## src/rtl/stdp_pkg.sv

```systemverilog
package stdp_pkg;

    localparam int unsigned WEIGHT_W_DEF = 8;
    localparam int unsigned AGE_W_DEF    = 4;
    localparam int unsigned WINDOW_DEF   = 10;
    localparam int unsigned INIT_W_DEF   = 100;
    localparam int unsigned POT_DEF      = 20;
    localparam int unsigned DEP_DEF      = 10;

    typedef enum logic [1:0] {
        UPD_HOLD = 2'd0,
        UPD_POT  = 2'd1,
        UPD_DEP  = 2'd2
    } upd_e;

    typedef struct packed {
        logic pre;
        logic post;
    } spike_pair_t;

    // Window is open while fewer than win cycles have elapsed.
    function automatic logic age_open(input int unsigned age, input int unsigned win);
        return age < win;
    endfunction

endpackage

```

## src/rtl/spike_age_counter.sv

```systemverilog
module spike_age_counter #(
    parameter int unsigned AGE_W = 4
) (
    input  logic             clk,
    input  logic             rst,
    input  logic             spike,
    output logic [AGE_W-1:0] age
);
    localparam logic [AGE_W-1:0] AGE_MAX = {AGE_W{1'b1}};

    always_ff @(posedge clk) begin
        if (rst) begin
            age <= AGE_MAX;
        end else if (spike) begin
            age <= '0;
        end else if (age != AGE_MAX) begin
            age <= age + 1'b1;
        end
    end
endmodule

```

## src/rtl/stdp_rule.sv

```systemverilog
module stdp_rule
    import stdp_pkg::*;
#(
    parameter int unsigned AGE_W  = 4,
    parameter int unsigned WINDOW = 10
) (
    input  spike_pair_t      spk,
    input  logic [AGE_W-1:0] pre_age,
    input  logic [AGE_W-1:0] post_age,
    output upd_e             upd
);
    always_comb begin
        upd = UPD_HOLD;
        if (spk.post && !spk.pre && age_open(int'(pre_age), WINDOW)) begin
            upd = UPD_POT;
        end else if (spk.pre && !spk.post && age_open(int'(post_age), WINDOW)) begin
            upd = UPD_DEP;
        end
    end
endmodule

```

## src/rtl/weight_reg.sv

```systemverilog
module weight_reg
    import stdp_pkg::*;
#(
    parameter int unsigned WEIGHT_W = 8,
    parameter int unsigned INIT_W   = 100,
    parameter int unsigned POT_STEP = 20,
    parameter int unsigned DEP_STEP = 10
) (
    input  logic                clk,
    input  logic                rst,
    input  upd_e                upd,
    output logic [WEIGHT_W-1:0] weight
);
    localparam int unsigned      EXT_W = WEIGHT_W + 2;
    localparam logic [EXT_W-1:0] W_MAX = EXT_W'((1 << WEIGHT_W) - 1);
    localparam logic [EXT_W-1:0] POT_E = EXT_W'(POT_STEP);
    localparam logic [EXT_W-1:0] DEP_E = EXT_W'(DEP_STEP);

    logic [EXT_W-1:0]    w_ext;
    logic [EXT_W-1:0]    sum_ext;
    logic [WEIGHT_W-1:0] w_next;

    assign w_ext   = {2'b00, weight};
    assign sum_ext = w_ext + POT_E;

    always_comb begin
        w_next = weight;
        unique case (upd)
            UPD_POT: w_next = (sum_ext > W_MAX) ? W_MAX[WEIGHT_W-1:0]
                                                : sum_ext[WEIGHT_W-1:0];
            UPD_DEP: w_next = (w_ext < DEP_E) ? '0
                                              : WEIGHT_W'(w_ext - DEP_E);
            default: w_next = weight;
        endcase
    end

    always_ff @(posedge clk) begin
        if (rst) begin
            weight <= WEIGHT_W'(INIT_W);
        end else begin
            weight <= w_next;
        end
    end
endmodule

```

## src/rtl/stdp_synapse.sv

```systemverilog
module stdp_synapse
    import stdp_pkg::*;
#(
    parameter int unsigned WEIGHT_W = WEIGHT_W_DEF,
    parameter int unsigned AGE_W    = AGE_W_DEF,
    parameter int unsigned WINDOW   = WINDOW_DEF,
    parameter int unsigned INIT_W   = INIT_W_DEF,
    parameter int unsigned POT_STEP = POT_DEF,
    parameter int unsigned DEP_STEP = DEP_DEF
) (
    input  logic                clk,
    input  logic                rst,
    input  logic                pre_spike,
    input  logic                post_spike,
    output logic [WEIGHT_W-1:0] weight
);
    localparam int unsigned N_SIDES = 2;  // index 0: pre, 1: post

    logic [N_SIDES-1:0] spk_vec;
    logic [AGE_W-1:0]   age_arr [N_SIDES];
    logic [AGE_W-1:0]   pre_age;
    logic [AGE_W-1:0]   post_age;
    spike_pair_t        spk;
    upd_e               upd;

    assign spk_vec  = {post_spike, pre_spike};
    assign spk.pre  = pre_spike;
    assign spk.post = post_spike;

    for (genvar i = 0; i < N_SIDES; i++) begin : g_age
        spike_age_counter #(.AGE_W(AGE_W)) u_age (
            .clk  (clk),
            .rst  (rst),
            .spike(spk_vec[i]),
            .age  (age_arr[i])
        );
    end

    assign pre_age  = age_arr[0];
    assign post_age = age_arr[1];

    stdp_rule #(.AGE_W(AGE_W), .WINDOW(WINDOW)) u_rule (
        .spk     (spk),
        .pre_age (pre_age),
        .post_age(post_age),
        .upd     (upd)
    );

    weight_reg #(
        .WEIGHT_W(WEIGHT_W),
        .INIT_W  (INIT_W),
        .POT_STEP(POT_STEP),
        .DEP_STEP(DEP_STEP)
    ) u_wreg (
        .clk   (clk),
        .rst   (rst),
        .upd   (upd),
        .weight(weight)
    );
endmodule

```

## config.mk

```make
export PLATFORM = sky130hd
export DESIGN_NAME = stdp_synapse
export DESIGN_NICKNAME = d
export VERILOG_FILES = /design/src/rtl/stdp_pkg.sv /design/src/rtl/spike_age_counter.sv /design/src/rtl/stdp_rule.sv /design/src/rtl/weight_reg.sv /design/src/rtl/stdp_synapse.sv
export SDC_FILE = /design/constraint.sdc
export NUM_CORES = 1
export LEC_CHECK = 0
export ABC_CLOCK_PERIOD_IN_PS = 4900
export BUFFER_PORTS_ARGS = -buffer_cell sky130_fd_sc_hd__buf_2
export CAP_MARGIN = 30
export CORE_MARGIN = 2
export CORE_UTILIZATION = 51
export CTS_CLUSTER_SIZE = 40
export DETAILED_ROUTE_END_ITERATION = 8
export PLACE_DENSITY_LB_ADDON = 0.08
export SETUP_SLACK_MARGIN = 0.5
export SLEW_MARGIN = 20
export SYNTH_ARGS = -nofsm -noshare
export SYNTH_HDL_FRONTEND = slang
export SYNTH_HIERARCHICAL = 1
export SYNTH_SLANG_ARGS = --single-unit
export TNS_END_PERCENT = 20
```

## constraint.sdc

```tcl
create_clock -name clk -period 4.9 [get_ports clk]
set_input_delay 0.49 -clock clk [delete_from_list [all_inputs] [get_ports clk]]
set_output_delay 0.49 -clock clk [all_outputs]
set_load 0.1 [all_outputs]
```

# Word-level counts from Yosys, hierarchy flattened

Cells that the tools add are included.

Muxes and demuxes: 9
Eq/ne operators: 4
Order comparisons: 4
Bitwise operators: 0
Shifts and indexed selects: 0
$add $sub $neg: 4
Div/mod/pow operators: 0
$mul: 0
Reduce and logical (&&, ||, !) cells: 9

Operators by type and width:

| cell                                                                   | count |
|---|---|
| 4-bit 2-to-1 mux                                                       | 4 |
| 8-bit 2-to-1 mux                                                       | 2 |
| 8-bit case mux with 2 select lines                                     | 1 |
| 10-bit by 8-bit > comparator with 1-bit output (second input constant) | 1 |
| 8-bit by 5-bit adder with 9-bit output (second input constant)         | 1 |
| 4-bit by 1-bit adder with 4-bit output (second input constant)         | 2 |
| 4-bit < comparator (second input constant)                             | 2 |
| 8-bit by 4-bit < comparator with 1-bit output (second input constant)  | 1 |
| 4-bit inequality test (second input constant)                          | 2 |
| 8-bit by 4-bit subtractor with 8-bit output (second input constant)    | 1 |
| 2-bit nonzero test                                                     | 3 |
| 1-bit logical AND                                                      | 4 |
| 2-bit 2-to-1 mux                                                       | 2 |
| 2-bit by 1-bit == test with 1-bit output (second input constant)       | 1 |
| 2-bit == test (second input constant)                                  | 1 |
| 1-bit logical NOT                                                      | 2 |

Bits in registers: 16
Bits in read-only memories: 0
Input port bits: 4
Bits in latches: 0
Memories: 0
RAM bits: 0

# Longest topological paths before layout

Gate-level depths: netlist of run 1.

Word-level depth: 7
Gate-level depth with buffers: 10
Depth with buffers taken out: 9

# Hierarchy

The synthesis of run 1 kept the hierarchy.

Modules (own cells, without submodules):

| module            | cells each | instances | area each (µm²) | seq. area each (µm²) |
|---|---|---|---|---|
| weight_reg        | 88         | 1         | 661.9           | 160.2 |
| spike_age_counter | 17         | 2         | 185.2           | 80.1 |
| stdp_rule         | 4          | 1         | 27.5            | 0.0 |

# Worst setup path after synthesis of run 1

No wires, ideal clock.

Path kind: register to register
Start point: reg u_wreg.weight[2]
End point: reg u_wreg.weight[6]
Path buffers: 0
Arrival: 2.443 ns
Setup time: 0.127 ns
Cell stages (with the launch flop): 7
Path slack: 2.330 ns
Path through: dfxtp_1 -> inv_1 -> ha_1 -> a2111oi_4 -> a21oi_2 -> o21ai_1 -> or3b_1

Longest elaborated chain between the ends: 4

Ends and longest elaborated chain:

| element                                        | RTL line         | text |
|---|---|---|
| start, declared                                | weight_reg.sv:12 | `output logic [WEIGHT_W-1:0] weight` |
| start signal, assigned                         | weight_reg.sv:39 | `weight <= WEIGHT_W'(INIT_W);` |
| start signal, assigned                         | weight_reg.sv:41 | `weight <= w_next;` |
| 8-bit by 5-bit adder with 9-bit output         | weight_reg.sv:24 | `assign sum_ext = w_ext + POT_E;` |
| 10-bit by 8-bit > comparator with 1-bit output | weight_reg.sv:29 | `UPD_POT: w_next = (sum_ext > W_MAX) ? W_MAX[WEIGHT_W-1:0]` |
| 8-bit 2-to-1 mux                               | weight_reg.sv:29 |  |
| 8-bit case mux with 2 select lines (*)         | weight_reg.sv:28 | `unique case (upd)` |

Mark *: on every way between the ends. The rest lies on a longest branch, timed or not.
A chain may end at the register's enable or synchronous reset.

# Worst setup path in the final report of run 1

Start point: reg g_age[0].u_age.age[2]
End point: reg u_wreg.weight[7]

Longest elaborated chain between the ends: 5

Ends and longest elaborated chain:

| element                                                                          | RTL line                | text |
|---|---|---|
| start, declared                                                                  | spike_age_counter.sv:7  | `output logic [AGE_W-1:0] age` |
| start signal, assigned                                                           | spike_age_counter.sv:17 | `age <= age + 1'b1;` |
| 4-bit < comparator (*)                                                           | stdp_pkg.sv:23          | `return age < win;` |
| 1-bit logical AND (*)                                                            | stdp_rule.sv:14         | `if (spk.post && !spk.pre && age_open(int'(pre_age), WINDOW)) begin` |
| 2-bit 2-to-1 mux (*)                                                             | stdp_rule.sv:14         |  |
| named net upd[0]                                                                 | stdp_synapse.sv:24      | `upd_e upd;` |
| 2-bit == test / 2-bit by 1-bit == test with 1-bit output (equally long branches) | weight_reg.sv:28        |  |
| 8-bit case mux with 2 select lines / 2-bit nonzero test (equally long branches)  | --                      |  |

Mark *: on every way through the listed nets, which the timed path passes. The rest lies on a longest branch.

==> impl_metrics.json, run 1 <==
{
  "status": "finished, final reports clean",
  "final_cell_mix": "18 x a21oi_1, 16 x dfxtp_1, 12 x o21bai_1, 11 x buf_2, 7 x o21ai_0",
  "layout-drive-gt1-share_pct": 16.4,
  "criticalPathCategory": "reg -> reg",
  "layout_commonest_cell": "a21oi_1",
  "fmax_mhz": 457,
  "post_drt_wl_per_cell_microns": 13.6,
  "grt_pass1_vias": 852,
  "hold_path.class": "in -> reg",
  "fin_tns_setup_ps": 0,
  "worst_setup_path_start_kind": "flop",
  "syn-num-nets": 136,
  "cts_buffers": 3,
  "synth-compound-area-share_pct": 30.5,
  "post_drt_via_cell_ratio": 5.83,
  "placed_area_sq_um": 1110,
  "ir_drop_mv": 0.184,
  "dieArea_sq_um": 2460,
  "dp.cells": 157,
  "post_cts_resize_count": 0,
  "die_h_microns": 49.6,
  "cts_tree": "yes",
  "start_util_pct": 54.0,
  "yosysWarningCount": 6,
  "hold_viol_final": 0,
  "synth-simple-area-share_pct": 18.8,
  "grt_max_degree": 20,
  "endpoint_kind": "flop",
  "synthCells": 126,
  "worst_pin_slew_ps": 555,
  "yosysSeqAreaShare_pct": 30.2,
  "ctsHoldBuffers": 0,
  "rsz0062_at_grt": "false",
  "cp_data_required_time_ps": 5120,
  "critPathMaxFanout": 18,
  "min_period_ps": 2190,
  "clk_pin_slew_ps": 100,
  "synth_cell_types": 33,
  "wl_mm": 2.20,
  "row_count": 16,
  "die_width_microns": 49.6,
  "netlist_area_sq_um": 1060,
  "slew_viol_final": 0,
  "cap_violations": 0,
  "area_growth_pct": 8.38,
  "post-route-period-util_pct": 44.7,
  "arrival_ps": 2410,
  "dr.pass1.iters": 4,
  "num_antenna_cells": 0,
  "whs_ps": 450,
  "cts_root_buf": "clkbuf_4",
  "syn_area_per_cell_sq_um": 8.41,
  "place.gp.congestion": 0.775,
  "leakagePower_nw": 0.464,
  "antenna_left": 0,
  "design_area_sq_um": 1150,
  "max-clock-path-buffers": 2,
  "gr-total-overflow": 0,
  "fin_nets": 145,
  "vias": 938,
  "synth_xor_area_share_pct": 2.48,
  "io_buffers": 11,
  "slew_headroom_pct": 63.0,
  "synthAdderAreaFrac_pct": 7.08,
  "antenna_found_initial": 0,
  "cts-htree-levels": 1,
  "pwr_density_cell_nw_per_um2": 330,
  "postCtsSetupRepairBufs": 0,
  "ys_ff_latch": 16,
  "synth_top_family_by_area": "compound AO/OA/AOI/OAI gates",
  "drc": 0,
  "dpl.hpwl_mm": 1.56,
  "synth_mux_area_share_pct": 5.79,
  "setup_viol": 0,
  "grt_pass1_wl_mm": 3.79,
  "fin_skew_ps": 2.22,
  "clkSinkCount": 16,
  "track_usage_pct": 19.4,
  "fp.coreArea_sq_um": 1960,
  "ioPinCount": 12,
  "finalNonFillerCells": 161,
  "drtIter0Drc": 9,
  "clkLatencyLatePin_ps": 280,
  "fin_total_pwr_uw": 379
}
## cell type report
cell class	count	area, sq um
fill	205	813
multi-input combinational	98	684
sequential	16	320
timing repair buffer	11	55.1
clock buffer	4	36.3
tap	27	33.8
inverter	5	18.8
## synthesized netlist by cell type (all sizes together)
cell type  count  share of area (%)
o21bai        12                8.5
a31oi          3                1.8
inv            5                1.8
buf            4                2.4
nor4b          1               0.83
a21oi         19                9.3
nor3           4                1.9
dfxtp         16                 30
or3            1               0.59
a21bo          1               0.94
xnor2          2                1.7
nor4           2                1.2
nand3b         2                1.4
o21ai         10                4.7
nor3b          1               0.71
o22ai          2                1.2
nand2          4                1.4
clkbuf         3                1.1
mux2i          5                4.7
nand3          6                3.8
and3b          2                1.7
or3b           1               0.83
ha             6                7.1
a2111oi        2                4.0
xor2           1               0.83
nand2b         4                2.4
mux2           1                1.1
nor2           6                2.1
## power by group
group / total (mW) / internal [mW] / switching (mW)
clock network: 0.0866 / 0.0452 / 0.0414
registers: 0.164 / 0.142 / 0.0221
logic: 0.128 / 0.0427 / 0.0852
total: 0.379 / 0.230 / 0.149
## per-stage QoR
stage	utilization [%]	setup slack, ps
floorplan	-	2330
finish	58.5	2710
detailed placement	56.7	2560
CTS	58.5	2710
global route	58.5	2540
global placement	56.7	2640
## worst max-delay path: stages (launching register included)
cell	delay, ps
dfxtp_1	360
o21ai_1	160
and3b_1	160
inv_1	40
ha_1	490
nand2b_1	250
or3_1	330
mux2i_1	130
a21oi_1	50
o21ai_0	140
## cell families (layout without fill, tap and decap cells)
kind of cell	count (synthesis)	after routing
AOI/OAI and AO/OA	49	49
xor gates and xnor gates	3	3
adders and majority gates	6	6
buffers and inverters	12	20
DFF	16	16
muxes	6	6
and+or+nand+nor	34	34
## per-layer routing
metal | track usage (%) | up-vias | share of wire, %
met5 | 0 | - | 0
met3 | 3.94 | 2 | 3.0
met1 | 25.8 | 441 | 51
met2 | 31.3 | 14 | 45
met4 | 6.48 | 0 | 0.41
li1 | - | 481 | -
## path summary, 6_finish.rpt
| path | to | slack [ps] | cells after the start | from |
|---|---|---|---|---|
| max reg2reg | u_wreg/weight[7] | 2710 | 9 | g_age[0].u_age/age[2] |
| min | g_age[0].u_age/age[0] | 450 | 2 | pre_spike |
| max | u_wreg/weight[7] | 2710 | 9 | g_age[0].u_age/age[2] |
| min reg2reg | u_wreg/weight[0] | 500 | 2 | u_wreg/weight[0] |
Note: power is estimated with default switching activity, not from simulation.
==> run 2, diff against run 1 <==
Settings changed: ABC_AREA set to 1, ABC_CLOCK_PERIOD_IN_PS 4900 to 1950.
Clock period 4.9 ns to 1.95 ns, I/O delays scaled along.
==> run 2 against run 1 <==
Effect of this change: synthesized cell count is 44% higher; flip-flop and latch count did not move; first-iteration DRC count rose to 7.8 times the previous value; clock skew up 5.0 ps; combinational power grew to 3.3 times the previous value; wire length up 19%; non-clock buffer count up 1; hold slack worse by 220 ps; setup slack got worse by 2200 ps; critical path type unchanged; critical endpoint is now u_wreg/weight[4]; highest routed layer unchanged.
==> impl_metrics.json, run 2 <==
{
  "post_drt_via_cell_ratio": 5.17,
  "async_flop_share_pct": 0,
  "hold_viol_final": 0,
  "cap_violations": 0,
  "drtIter0Drc": 70,
  "post_drt_wl_per_cell_microns": 11.7,
  "fmax_mhz": 673,
  "dieArea_sq_um": 2630,
  "crit_end": "u_wreg/weight[4]",
  "critPathMaxStageDelay_ps": 370,
  "ys_top_cells_by_area": "dfxtp_1 28%, nand2_1 19%, inv_1 8.6%",
  "path_cells": "nor2_2 > nor2_1 > nor2_1 > inv_1 > ha_4 > o21ai_0 > nand3_1 > nand2_1 > a21oi_1",
  "row_count": 17,
  "wl_mm": 2.61,
  "clkSinkCount": 16,
  "dpl.hpwl_mm": 1.95,
  "rsz0062_at_grt": "true",
  "critPathMaxFanout": 5,
  "place.gp.congestion": 0.990,
  "slowest_stage": "dfxtp_4",
  "die_width_microns": 51.3,
  "hold_path.class": "in -> reg",
  "final_cell_mix": "55 x nand2_1, 24 x inv_1, 18 x nor2_1, 11 x a21oi_1, 11 x buf_2",
  "layout-drive-gt1-share_pct": 28.6,
  "arrival_ps": 1650,
  "synth_top_flop_cell": "dfxtp_1",
  "antenna_left": 0,
  "cts-htree-levels": 1,
  "crit_top_cell": "nor2_1",
  "cts_buffers": 3,
  "min_period_ps": 1490,
  "slew_headroom_pct": 67.7,
  "grt_max_degree": 16,
  "cts_tree": "yes",
  "cp_data_required_time_ps": 2110,
  "cts_root_buf": "clkbuf_4",
  "status": "finished, final reports clean",
  "dr.pass1.iters": 4,
  "fp.coreArea_sq_um": 2170,
  "final_util_pct": 62.0,
  "antenna_found_initial": 0,
  "pwr_density_cell_nw_per_um2": 794,
  "grt_pass1_wl_mm": 4.42,
  "io_buffers": 11,
  "synthCells": 181,
  "layout_commonest_cell": "nand2_1",
  "worst_setup_path_start_kind": "flop",
  "synth_top_cell_by_area": "dfxtp_1",
  "ioPinCount": 12,
  "fin_skew_ps": 7.26,
  "rrSetupSlack_ps": 460,
  "ff2ff_path_depth": 9,
  "vias": 1159,
  "netlist_area_sq_um": 1140,
  "synthTopCellsByCount": "57 x nand2_1, 26 x inv_1, 21 x nor2_1",
  "endpoint_kind": "flop",
  "leakagePower_nw": 0.660,
  "worstReg2RegEnd": "u_wreg/weight[4]",
  "clkLatencyLatePin_ps": 280,
  "syn_area_per_cell_sq_um": 6.30,
  "ys_ff_latch": 16,
  "criticalPathCategory": "reg -> reg",
  "synth_cell_types": 19,
  "clk_pin_slew_ps": 100,
  "yosysWarningCount": 6,
  "r2r_start": "g_age[0].u_age/age[2]",
  "fin_nets": 207,
  "yosysMostFrequentCell": "nand2_1",
  "post-route-period-util_pct": 76.2,
  "yosysSeqAreaShare_pct": 28.1,
  "start_util_pct": 52.6,
  "setup_viol": 0,
  "die_h_microns": 51.3,
  "ctsHoldBuffers": 0,
  "ir_drop_mv": 0.425,
  "gr-total-overflow": 0,
  "crit_start": "g_age[0].u_age/age[2]",
  "num_antenna_cells": 0,
  "fin_total_pwr_mw": 1.07,
  "fin_tns_setup_ps": 0,
  "drc": 0,
  "area_growth_pct": 17.9,
  "syn-num-nets": 191,
  "slew_viol_final": 0,
  "track_usage_pct": 22.2,
  "synth-edff-count": 0,
  "synth_top_area_share_pct": 28.1,
  "max-clock-path-buffers": 2,
  "grt_pass1_vias": 1081,
  "worst_pin_slew_ps": 488
}
run 2: cell count changes in the layout (fill, tap and decap cells not counted), sizes merged, moves of 4 or more:
cell / before / now
nand2b: 4 / 0
nor2: 6 / 28
nor3: 4 / 0
nand2: 4 / 61
o21bai: 12 / 4
a21oi: 19 / 13
inv: 5 / 27
nand3: 6 / 11
mux2i: 5 / 0
run 2: critical path: cells and delay by family (launching register included):
family	cells	cell delay (ps)
AOI/OAI and AO/OA	2	250
adders and majority gates	1	240
buffers and inverters	1	80
DFF	1	370
and+or+nand+nor	5	430
run 2: kinds of logic (layout without fill, tap and decap cells):
group | Yosys count | in the layout | share of synthesized area [%]
adders and majority gates | 6 | 6 | 6.58
xor gates and xnor gates | 2 | 2 | 1.54
DFF | 16 | 16 | 28.1
and+or+nand+nor | 102 | 102 | 41.1
AOI/OAI and AO/OA | 27 | 27 | 13.2
buffers and inverters | 28 | 43 | 9.54
run 2: metrics by stage:
stage / area [sq um] / hold WS, ps / setup slack (ps) / instances
2_1_floorplan: 1160 / 257 / 393 / 181
3_3_place_gp: 1240 / 457 / 307 / 219
3_5_place_dp: 1240 / 465 / 261 / 219
4_1_cts: 1310 / 226 / 498 / 224
5_1_grt: 1350 / 262 / 370 / 224
6_report: 1350 / 232 / 463 / 224
run 2: area by class of cell:
cell class                      instances  area (sq um)
Clock buffer                            4          36.3
Fill cell                             216           825
Inverter                               27           109
Multi-Input combinational cell        137           754
Sequential cell                        16           348
Tap cell                               28          35.0
Timing Repair Buffer                   12          62.6
run 2: where the power goes:
group / total, mW / switching [mW] / leakage [nW] / internal (mW)
Combinational: 0.428 / 0.300 / 0.505 / 0.128
Sequential: 0.422 / 0.0580 / 0.134 / 0.364
Clock: 0.217 / 0.104 / 0.0210 / 0.113
run 2: what timing repair did:
item | in CTS | in global routing
setup buffers | 1 | 0
pin swaps | 2 | 0
gates cloned | 0 | 0
gates resized for setup | 10 | 13
setup endpoints to repair | 8 | 8
run 2: layer usage:
metal	track usage [%]	up-vias	share of wire [%]
met5	0	-	0
met4	7.89	0	2.0
met3	3.80	8	5.7
met2	42.2	46	52
met1	24.5	511	41
li1	-	594	-
run 2: worst min-delay path by stage:
stage | cells after the start | end | start | slack [ps]
6_report | 4 | g_age[0].u_age/age[1] | pre_spike | 230
5_1_grt | 4 | g_age[1].u_age/age[0] | post_spike | 260
4_1_cts | 4 | g_age[0].u_age/age[1] | pre_spike | 230
3_5_place_dp | 2 | u_wreg/weight[0] | u_wreg/weight[0] | 470
3_3_place_gp | 2 | u_wreg/weight[0] | u_wreg/weight[0] | 460
2_1_floorplan | 1 | u_wreg/weight[4] | rst | 260
